==> src/rtl/irq_latch_aggr_pkg.sv <==
package irq_latch_aggr_pkg;

  localparam int unsigned REG_W  = 32;
  localparam int unsigned ADDR_W = 8;

  // master-stage offsets
  localparam logic [ADDR_W-1:0] OFS_ROUTE_A = 8'h08;
  localparam logic [ADDR_W-1:0] OFS_ROUTE_B = 8'h0C;
  localparam logic [ADDR_W-1:0] OFS_BM_STAT = 8'h50;
  localparam logic [ADDR_W-1:0] OFS_BM_MASK = 8'h54;
  localparam logic [ADDR_W-1:0] OFS_BM_POL  = 8'h58;
  localparam logic [ADDR_W-1:0] OFS_BM_IN   = 8'h5C;

  // host-stage offsets
  localparam logic [ADDR_W-1:0] OFS_FW_WIN  = 8'h24;
  localparam logic [ADDR_W-1:0] OFS_FW_RDSZ = 8'h28;
  localparam logic [ADDR_W-1:0] OFS_SER_CTL = 8'h30;
  localparam logic [ADDR_W-1:0] OFS_HC_MASK = 8'h34;
  localparam logic [ADDR_W-1:0] OFS_HC_STAT = 8'h38;
  localparam logic [ADDR_W-1:0] OFS_ERR_ADR = 8'h40;

  localparam logic [REG_W-1:0] FW_RDSZ_RST = 32'h0200_0000;
  localparam logic [REG_W-1:0] UNMAPPED_RD = '1;
  localparam int unsigned      SER_EN_BIT  = 31;
  localparam int unsigned      LINK_BIT    = 11;
  localparam logic [2:0]       WORD_BYTES  = 3'd4;

  typedef struct packed {
    logic              we;
    logic [ADDR_W-1:0] addr;
    logic [REG_W-1:0]  data;
  } reg_wr_t;

endpackage

==> src/rtl/irq_acc_front.sv <==
module irq_acc_front
  import irq_latch_aggr_pkg::*;
(
  input  logic              clk,
  input  logic              rst_n,
  input  logic              acc_valid,
  input  logic              acc_write,
  input  logic [ADDR_W-1:0] acc_addr,
  input  logic [2:0]        acc_size,
  input  logic [REG_W-1:0]  acc_wdata,
  output reg_wr_t           wr,
  output logic [ADDR_W-1:0] rd_addr,
  input  logic              host_hit,
  input  logic [REG_W-1:0]  host_data,
  input  logic              bm_hit,
  input  logic [REG_W-1:0]  bm_data,
  output logic              rsp_valid,
  output logic [REG_W-1:0]  rsp_rdata
);

  localparam int unsigned ALIGN_W = $clog2(REG_W / 8);

  logic             well_formed;
  logic             rd_req;
  logic [REG_W-1:0] rd_sel;

  assign well_formed = (acc_size == WORD_BYTES) && (acc_addr[ALIGN_W-1:0] == '0);
  assign rd_req      = acc_valid && !acc_write;
  assign rd_addr     = acc_addr;

  always_comb begin
    wr.we   = acc_valid && acc_write && well_formed;
    wr.addr = acc_addr;
    wr.data = acc_wdata;
  end

  always_comb begin
    if (!well_formed)  rd_sel = UNMAPPED_RD;
    else if (host_hit) rd_sel = host_data;
    else if (bm_hit)   rd_sel = bm_data;
    else               rd_sel = UNMAPPED_RD;
  end

  always_ff @(posedge clk) begin
    if (!rst_n) begin
      rsp_valid <= 1'b0;
      rsp_rdata <= '0;
    end else begin
      rsp_valid <= rd_req;
      if (rd_req) rsp_rdata <= rd_sel;
    end
  end

  AST_BAD_SIZE_ONES: assert property (@(posedge clk) disable iff (!rst_n)
    (acc_valid && !acc_write && acc_size != WORD_BYTES) |=> (rsp_rdata == UNMAPPED_RD));

endmodule

==> src/rtl/irq_host_stage.sv <==
module irq_host_stage
  import irq_latch_aggr_pkg::*;
#(
  parameter int unsigned SIRQ_N = 17
)(
  input  logic              clk,
  input  logic              rst_n,
  input  reg_wr_t           wr,
  input  logic [ADDR_W-1:0] rd_addr,
  output logic              rd_hit,
  output logic [REG_W-1:0]  rd_data,
  input  logic [SIRQ_N-1:0] sirq_lvl,
  output logic              summary
);

  localparam int unsigned LOW_BIT = REG_W - SIRQ_N;

  logic [REG_W-1:0] set_vec;
  logic [REG_W-1:0] clr_vec;
  logic [REG_W-1:0] stat_q, stat_d;
  logic [REG_W-1:0] mask_q, ctrl_q, win_q, rdsz_q;

  // line n lands on bit REG_W-1-n
  for (genvar b = 0; b < REG_W; b++) begin : g_map
    if (b >= LOW_BIT) begin : g_line
      assign set_vec[b] = sirq_lvl[REG_W-1-b];
    end else begin : g_none
      assign set_vec[b] = 1'b0;
    end
  end

  assign clr_vec = (wr.we && wr.addr == OFS_HC_STAT) ? wr.data : '0;
  assign stat_d  = (stat_q & ~clr_vec) | set_vec;

  always_ff @(posedge clk) begin
    if (!rst_n) begin
      stat_q <= '0;
      mask_q <= '0;
      ctrl_q <= '0;
      win_q  <= '0;
      rdsz_q <= FW_RDSZ_RST;
    end else begin
      stat_q <= stat_d;
      if (wr.we) begin
        case (wr.addr)
          OFS_HC_MASK: mask_q <= wr.data;
          OFS_SER_CTL: ctrl_q <= wr.data;
          OFS_FW_WIN:  win_q  <= wr.data;
          OFS_FW_RDSZ: rdsz_q <= wr.data;
          default: ;
        endcase
      end
    end
  end

  assign summary = ctrl_q[SER_EN_BIT] && (|(stat_q & mask_q));

  always_comb begin
    rd_hit  = 1'b1;
    rd_data = '0;
    case (rd_addr)
      OFS_FW_WIN:  rd_data = win_q;
      OFS_FW_RDSZ: rd_data = rdsz_q;
      OFS_SER_CTL: rd_data = ctrl_q;
      OFS_HC_MASK: rd_data = mask_q;
      OFS_HC_STAT: rd_data = stat_q;
      OFS_ERR_ADR: rd_data = '0;
      default:     rd_hit  = 1'b0;
    endcase
  end

  AST_HC_CAPTURE: assert property (@(posedge clk) disable iff (!rst_n)
    1'b1 |=> ((stat_q & $past(set_vec)) == $past(set_vec)));

  AST_HC_STICKY: assert property (@(posedge clk) disable iff (!rst_n)
    1'b1 |=> ((stat_q & $past(stat_q & ~clr_vec)) == $past(stat_q & ~clr_vec)));

endmodule

==> src/rtl/irq_master_stage.sv <==
module irq_master_stage
  import irq_latch_aggr_pkg::*;
#(
  parameter int unsigned LINK_POS = LINK_BIT
)(
  input  logic              clk,
  input  logic              rst_n,
  input  reg_wr_t           wr,
  input  logic [ADDR_W-1:0] rd_addr,
  output logic              rd_hit,
  output logic [REG_W-1:0]  rd_data,
  input  logic              link_in,
  output logic              irq_out
);

  logic [REG_W-1:0] in_vec;
  logic [REG_W-1:0] clr_vec;
  logic [REG_W-1:0] stat_q, stat_d;
  logic [REG_W-1:0] mask_q, pol_q, route_a_q, route_b_q;

  always_comb begin
    in_vec           = '0;
    in_vec[LINK_POS] = link_in;
  end

  assign clr_vec = (wr.we && wr.addr == OFS_BM_STAT) ? wr.data : '0;
  assign stat_d  = (stat_q & ~clr_vec) | (in_vec & mask_q);

  always_ff @(posedge clk) begin
    if (!rst_n) begin
      stat_q    <= '0;
      mask_q    <= '0;
      pol_q     <= '0;
      route_a_q <= '0;
      route_b_q <= '0;
    end else begin
      stat_q <= stat_d;
      if (wr.we) begin
        case (wr.addr)
          OFS_BM_MASK: mask_q    <= wr.data;
          OFS_BM_POL:  pol_q     <= wr.data;
          OFS_ROUTE_A: route_a_q <= wr.data;
          OFS_ROUTE_B: route_b_q <= wr.data;
          default: ;
        endcase
      end
    end
  end

  assign irq_out = |stat_q;

  always_comb begin
    rd_hit  = 1'b1;
    rd_data = '0;
    case (rd_addr)
      OFS_ROUTE_A: rd_data = route_a_q;
      OFS_ROUTE_B: rd_data = route_b_q;
      OFS_BM_STAT: rd_data = stat_q;
      OFS_BM_MASK: rd_data = mask_q;
      OFS_BM_POL:  rd_data = pol_q;
      OFS_BM_IN:   rd_data = in_vec;
      default:     rd_hit  = 1'b0;
    endcase
  end

  AST_BM_CAPTURE: assert property (@(posedge clk) disable iff (!rst_n)
    1'b1 |=> ((stat_q & $past(in_vec & mask_q)) == $past(in_vec & mask_q)));

  AST_BM_STICKY: assert property (@(posedge clk) disable iff (!rst_n)
    1'b1 |=> ((stat_q & $past(stat_q & ~clr_vec)) == $past(stat_q & ~clr_vec)));

endmodule

==> src/rtl/irq_latch_aggr.sv <==
module irq_latch_aggr
  import irq_latch_aggr_pkg::*;
#(
  parameter int unsigned SIRQ_N = 17
)(
  input  logic              clk,
  input  logic              rst_n,
  input  logic              acc_valid,
  input  logic              acc_write,
  input  logic [7:0]        acc_addr,
  input  logic [2:0]        acc_size,
  input  logic [31:0]       acc_wdata,
  output logic              rsp_valid,
  output logic [31:0]       rsp_rdata,
  input  logic [SIRQ_N-1:0] sirq_lvl,
  output logic              irq_out
);

  reg_wr_t           wr;
  logic [ADDR_W-1:0] rd_addr;
  logic              host_hit, bm_hit;
  logic [REG_W-1:0]  host_data, bm_data;
  logic              host_summary;

  irq_acc_front u_front (
    .clk       (clk),
    .rst_n     (rst_n),
    .acc_valid (acc_valid),
    .acc_write (acc_write),
    .acc_addr  (acc_addr),
    .acc_size  (acc_size),
    .acc_wdata (acc_wdata),
    .wr        (wr),
    .rd_addr   (rd_addr),
    .host_hit  (host_hit),
    .host_data (host_data),
    .bm_hit    (bm_hit),
    .bm_data   (bm_data),
    .rsp_valid (rsp_valid),
    .rsp_rdata (rsp_rdata)
  );

  irq_host_stage #(.SIRQ_N(SIRQ_N)) u_host (
    .clk      (clk),
    .rst_n    (rst_n),
    .wr       (wr),
    .rd_addr  (rd_addr),
    .rd_hit   (host_hit),
    .rd_data  (host_data),
    .sirq_lvl (sirq_lvl),
    .summary  (host_summary)
  );

  irq_master_stage #(.LINK_POS(LINK_BIT)) u_bm (
    .clk     (clk),
    .rst_n   (rst_n),
    .wr      (wr),
    .rd_addr (rd_addr),
    .rd_hit  (bm_hit),
    .rd_data (bm_data),
    .link_in (host_summary),
    .irq_out (irq_out)
  );

  AST_IRQ_NEEDS_LINK: assert property (@(posedge clk) disable iff (!rst_n)
    $rose(irq_out) |-> $past(host_summary));

endmodule

==> config.mk <==
export PLATFORM = sky130hd
export DESIGN_NAME = irq_latch_aggr
export DESIGN_NICKNAME = d
export VERILOG_FILES = /design/src/rtl/irq_latch_aggr_pkg.sv /design/src/rtl/irq_acc_front.sv /design/src/rtl/irq_host_stage.sv /design/src/rtl/irq_master_stage.sv /design/src/rtl/irq_latch_aggr.sv
export SDC_FILE = /design/constraint.sdc
export NUM_CORES = 1
export LEC_CHECK = 0
export BUFFER_PORTS_ARGS = -buffer_cell sky130_fd_sc_hd__buf_2
export CORE_MARGIN = 4
export CORE_UTILIZATION = 55
export CTS_CLUSTER_DIAMETER = 150
export DETAILED_ROUTE_END_ITERATION = 8
export PLACE_DENSITY = 0.75
export SETUP_SLACK_MARGIN = 0.3
export SLEW_MARGIN = 5
export SYNTH_ARGS = -nofsm -noshare
export SYNTH_HDL_FRONTEND = slang
export SYNTH_HIERARCHICAL = 1
export SYNTH_SLANG_ARGS = --single-unit
==> constraint.sdc <==
create_clock -name clk -period 2.3 [get_ports clk]
set_input_delay 0.23 -clock clk [delete_from_list [all_inputs] [get_ports clk]]
set_output_delay 0.23 -clock clk [all_outputs]
set_load 0.05 [all_outputs]
==> results of run 1 <==
synth_stat cells (2+ instances only):
| cell type | instances |
|---|---|
| nor4bb_1 | 2 |
| or4_4 | 2 |
| nor3_1 | 4 |
| nor4_1 | 10 |
| o22ai_1 | 37 |
| a21oi_2 | 30 |
| a22oi_1 | 22 |
| nand4_1 | 136 |
| buf_12 | 3 |
| dfxtp_1 | 353 |
| nand3b_1 | 2 |
| a21oi_1 | 50 |
| nand2b_1 | 4 |
| a221o_2 | 18 |
| mux2i_1 | 195 |
| buf_4 | 50 |
| nor2_1 | 33 |
| nor2b_1 | 6 |
| nor4_4 | 2 |
| nand2_1 | 275 |
| buf_6 | 11 |
| and2_1 | 2 |
| nand3_1 | 130 |
| buf_2 | 24 |
| nor3b_1 | 2 |
| buf_1 | 23 |
| mux2_2 | 38 |
| a2bb2oi_1 | 24 |
| a31oi_1 | 18 |
| inv_1 | 20 |
| clkbuf_1 | 95 |
| o21ai_0 | 148 |
| a221o_1 | 6 |
cells by family (layout without fill, tap and decap cells):
| logic type | after synthesis | after routing | share of synthesized area |
|---|---|---|---|
| compound gates | 359 | 359 | 0.143 |
| buf+inv | 227 | 277 | 0.0752 |
| mux | 233 | 233 | 0.149 |
| simple gates | 625 | 625 | 0.192 |
| flops | 353 | 353 | 0.441 |
per-layer routing:
metal  wire length (um)  global-route usage  vias to the layer above
met5                 13                   0                        -
met4               2410               0.150                        2
met3               4350              0.0647                      153
met2              22400               0.465                      713
met1              20600               0.398                     6788
li1                   -                   -                     6523
power breakdown:
group	leakage [nW]	total [mW]	internal [mW]	switching, mW
Combinational	3.76	0.998	0.293	0.705
Sequential	2.86	6.23	6.17	0.0595
Clock	0.577	5.81	3.39	2.42
layout make-up:
type / instances / area (um^2) / area share
Clock inverter: 10 / 85.1 / 0.00459
Sequential cell: 353 / 7080 / 0.382
Inverter: 20 / 78.8 / 0.00425
Multi-Input combinational cell: 1217 / 8120 / 0.438
Timing Repair Buffer: 196 / 1620 / 0.0872
Tap cell: 384 / 480 / 0.0259
Clock buffer: 51 / 1080 / 0.0583
repair_timing:
action | in CTS | in global routing
gates resized for setup | 21 | 6
setup buffers | 2 | 1
pin swaps | 9 | 7
hold buffers | 32 | 0
setup endpoints to repair | 2 | 2
endpoints found under the hold margin | 38 | 0
path summary, 6_finish.rpt:
check              startpoint                     to  slack (ns)  cells past startpoint
min             acc_wdata[28]        u_bm/stat_q[28]        0.01                      2
max reg2reg  u_host/stat_q[2]  u_front/rsp_rdata[11]        0.25                      9
min reg2reg   u_bm/stat_q[19]        u_bm/stat_q[19]        0.45                      2
max           u_bm/stat_q[28]                irq_out        0.20                      5
==> impl_results.md, run 1 <==
- Least-Margin Pin Slew: 0.604 ns
- Global-route wire length before repair: 75500 um
- Data required, critical path: 2.07 ns
- Mapped Nets: 1861
- Post-synth EDFFs: 0
- Post-layout util: 0.646
- Drt drc: 0
- Yosys warns: 6
- Area leader, netlist: dfxtp_1
- Synth area leaders: dfxtp_1 (44%), mux2i_1 (12%), nand2_1 (6.4%), nand4_1 (5.3%), o21ai_0 (4.6%)
- Reg clk slew, reported paths: 0.06 ns
- Slew HR: 0.597
- Setup crit end kind: output pin
- Final hold violations: 0
- Cell Count, Final, Fillers Out: 2231
- Pwr Total: around 13 mW
- Largest net degree at the start of global routing: 94
- Post-route ant nets: 0
- Setup TNS: 0 ns
- Library cells used by synthesis: 55
- CTS tree: yes
- Clk Latency, worst-skew pair: between 0.5 and 0.6 ns
- Htree depth: 2
- Pwr Density: 704 nW/um^2
- Crit path max-delay family: simple AND/OR/NAND/NOR gates
- Final GP Congestion: 0.931
- Post-synth top flop: dfxtp_1
- Iteration-0 DRC Markers: 1689
- Vias per cell: 6.36
- Ports: 98
- Seq/Total Area, Yosys: 0.441
- Total Die Area: 31900 um^2
- Mapped Area: 16000 um^2
- Diodes inserted: 0
- Port buffer count: 97
- Post-route cell area: 18500 um^2
- Final min period: 2.10 ns
- Share of layout cells above drive strength 1: 0.207
- Setup repair after global routing missed its margin: true
- Post-Place Setup Slack: 0.0735 ns
- Most frequent cells in the layout: dfxtp_1 (347), nand2_1 (274), mux2i_1 (195)
- Number of placement rows: 62
- CTS sink cnt: 353
- Leak Pwr: 7.20 nW
- Period utilization: 0.915
- WL per Instance: roughly 22 um
- Arr. time, crit path: 1.87 ns
- Hold crit path type: input pin to flop
- Initial core utilization: 0.558
- Commonest non-fill, non-tap cell in the layout: dfxtp_1
- Total track usage: 0.300
- Placed Instance Area: between 15000 and 20000 um^2
- Fillers: approximately 2300
- Crit-path cells: nor4_4, buf_4, nand4_1, or2_4, buf_8
- Max-cap violations: 0
- Worst clock skew: 0.0146 ns
- Yosys reg bits: 353
- Layout area overhead: 15.7%
- CORE AREA: 28700 um^2
- Dpl hpwl: 32400 um
- Drt total wl: 49700 um
- Syn_area_per_cell: 8.92 um^2
- Worst setup margin: 0.196 ns
- Root Buffer: clkbuf_16
- CTS buffer count: 38
- Worst vdd ir: 0.427 mV
- Final net count: between 1500 and 2000
- Mapped Cells: 1797
- Antenna violations before repair: 1
- Setup violations, final: 0
- Max FO, Critical Path: 3
- CP Buf/Inv Count: 2
- Max stage delay on crit path: 0.36 ns
- Pre-Repair DR Iteration Count: 6
- Max Freq: 475 MHz
- Fin. max-slew vios: 0
- Chip Height: approximately 180 um
- Hold_ws: 0.0138 ns
- Outcome: finished, final reports clean
- Vias in the first global route: 13600
- CP Class: flop to output pin
- Clock Path Buffers: 3
- Grt ovf: 0
- Critical-path top delay cell: dfxtp_4
- Synth top area share: 0.441
- Die Wd: 179 um
- Detailed-route via count: between 10000 and 15000
- Crit start category: flop
- Placed Cells: 2135
- Synth async-reset ratio: 0
Power figures use the tool's default switching activity.
==> run 2: changes to the inputs <==
CTS_CLUSTER_DIAMETER = 100   (was 150)
REMOVE_ABC_BUFFERS = 1   (was not set)
==> run 2 against run 1 <==
  * Register-to-register slack got worse by 0.09 ns
  * Die area unchanged
  * Core utilization increased by 0.78 points
  * Largest cell class unchanged
  * Sequential cell count unchanged
  * Highest routed layer is now met4
  * Sequential share of layout area decreased by 0.46 points
  * Clock skew decreased by 0.0060 ns
  * Largest power group unchanged
  * Final cell count increased by 2.2%
==> impl_results.md, run 2 (same netlist as run 1, synthesis figures left out) <==
- Htree depth: 2
- Max Freq: 467 MHz
- Setup crit start: u_host/stat_q[1]
- Top Layer Used: met4
- Ports: 98
- Reg clk slew, reported paths: ~0.06 ns
- Drt total wl: approximately 50000 um
- Vias in the first global route: 13700
- Wire length on met1: 20400 um
- Most frequent cells in the layout: dfxtp_1 (346), nand2_1 (275), mux2i_1 (195)
- Fin. max-slew vios: 0
- CTS buffer count: 37
- Die Wd: 179 um
- Slew HR: 0.526
- Initial core utilization: 0.558
- Setup TNS: 0 ns
- Drt drc: 0
- Number of placement rows: 62
- Pwr Density: 697 nW/um^2
- Leak Pwr: 7.35 nW
- Outcome: finished, final reports clean
- CTS tree: yes
- Hold Startpoint: acc_wdata[24]
- Max FO, Critical Path: 3
- Port buffer count: 97
- Least-Margin Pin Slew: 0.711 ns
- Largest net degree at the start of global routing: 100
- Vias per cell: 6.32
- Post-route ant nets: 0
- CP Class: flop to flop
- Worst flop-to-flop path startpoint: u_host/stat_q[1]
- Setup violations, final: 0
- Clock Path Buffers: 3
- Final GP Congestion: 0.889
- Period utilization: 0.931
- Antenna violations before repair: 2
- Placed Cells: 2156
- Total track usage: 0.299
- Dpl hpwl: 29900 um
- Worst clock skew: 0.00858 ns
- Share of layout cells above drive strength 1: 0.197
- Final net count: between 1500 and 2000
- Final min period: 2.14 ns
- Total Die Area: 31900 um^2
- Pre-Repair DR Iteration Count: 6
- Worst vdd ir: between 0.4 and 0.5 mV
- Crit start category: flop
- Grt ovf: 0
- CORE AREA: 28700 um^2
- Data required, critical path: 2.68 ns
- Detailed-route via count: 14400
- Hold crit path type: input pin to flop
- Global-route wire length before repair: 76000 um
- WL met2: 22000 um
- WL per Instance: 21.5 um
- Clk Latency, worst-skew pair: about 0.52 ns
- Chip Height: 179 um
- CTS sink cnt: 353
- Routed wl met3: ~4700 um
- Iteration-0 DRC Markers: 1802
- Root Buffer: clkbuf_16
- Max-cap violations: 0
- Placed Instance Area: 16900 um^2
- Cell Count, Final, Fillers Out: between 2000 and 2500
- Arr. time, crit path: 2.52 ns
- Setup crit end kind: flop
- Post-route cell area: 18800 um^2
- Final hold violations: 0
- Layout area overhead: 17.1%
- Setup repair after global routing missed its margin: true
- Commonest non-fill, non-tap cell in the layout: dfxtp_1
[run 2: changes by cell type in the layout (fill, tap and decap cells not counted), moves of 4 or more]
| cell | change |
|---|---|
| buf_4 | +19 |
| buf_6 | +4 |
| o22ai_1 | +29 |
| dlygate4sd3_1 | +21 |
| o22ai_2 | -29 |
[run 2: metrics by stage]
step | setup WS, ns | hold slack, ns | util | total power, mW
floorplan | -5.88 | 0.317 | - | 6.75
global placement | 0.0751 | 0.431 | 0.588 | 7.25
detailed placement | -0.00403 | 0.437 | 0.588 | 7.27
CTS | 0.197 | 0.00903 | 0.650 | 13.1
global route | 0.116 | 0.00886 | 0.653 | 13.4
finish | 0.159 | 0.0250 | 0.653 | 13.1
[run 2: what timing repair did]
item	4_1_cts	5_1_grt
pin swaps	12	10
hold endpoints to repair	63	0
gates resized for setup	16	14
hold buffers	53	0
setup endpoints to repair	2	6
setup buffers	1	5
[run 2: area by class of cell]
cell class	count	area [um^2]
Antenna cell	2	5.00
Clock buffer	55	1080
Clock inverter	8	92.6
Fill cell	2313	9950
Inverter	20	75.1
Multi-Input combinational cell	1217	7910
Sequential cell	353	7080
Tap cell	384	480
Timing Repair Buffer	241	2040
[run 2: final timing paths]
check / endpoint / slack [ns] / depth (start not counted)
worst max-delay path: u_front/rsp_rdata[11] / 0.16 / 9
worst min-delay path: u_bm/stat_q[24] / 0.03 / 2
worst max register to register: u_front/rsp_rdata[11] / 0.16 / 9
worst min register to register: u_host/stat_q[11] / 0.46 / 2
[run 2: layer usage]
layer | track usage | vias to the layer above
li1 | - | 6629
met1 | 0.417 | 6912
met2 | 0.464 | 742
met3 | 0.0542 | 136
met4 | 0.115 | 0
met5 | 0 | -
[run 2: power breakdown]
part | switching, mW | total, mW | internal (mW)
sequential | 0.0482 | 6.22 | 6.17
combinational | 0.690 | 1.01 | 0.318
clock | 2.38 | 5.85 | 3.47
[run 2: worst max-delay path, cell delays in order, from the launching register on]
cell and delay [ns]:
dfxtp_1 0.33, a22oi_1 0.28, nand4_1 0.29, o41a_1 0.44, mux2i_1 0.15, nor2_1 0.06
o211ai_1 0.15, o21ai_1 0.08, o22ai_1 0.16, a21oi_2 0.07
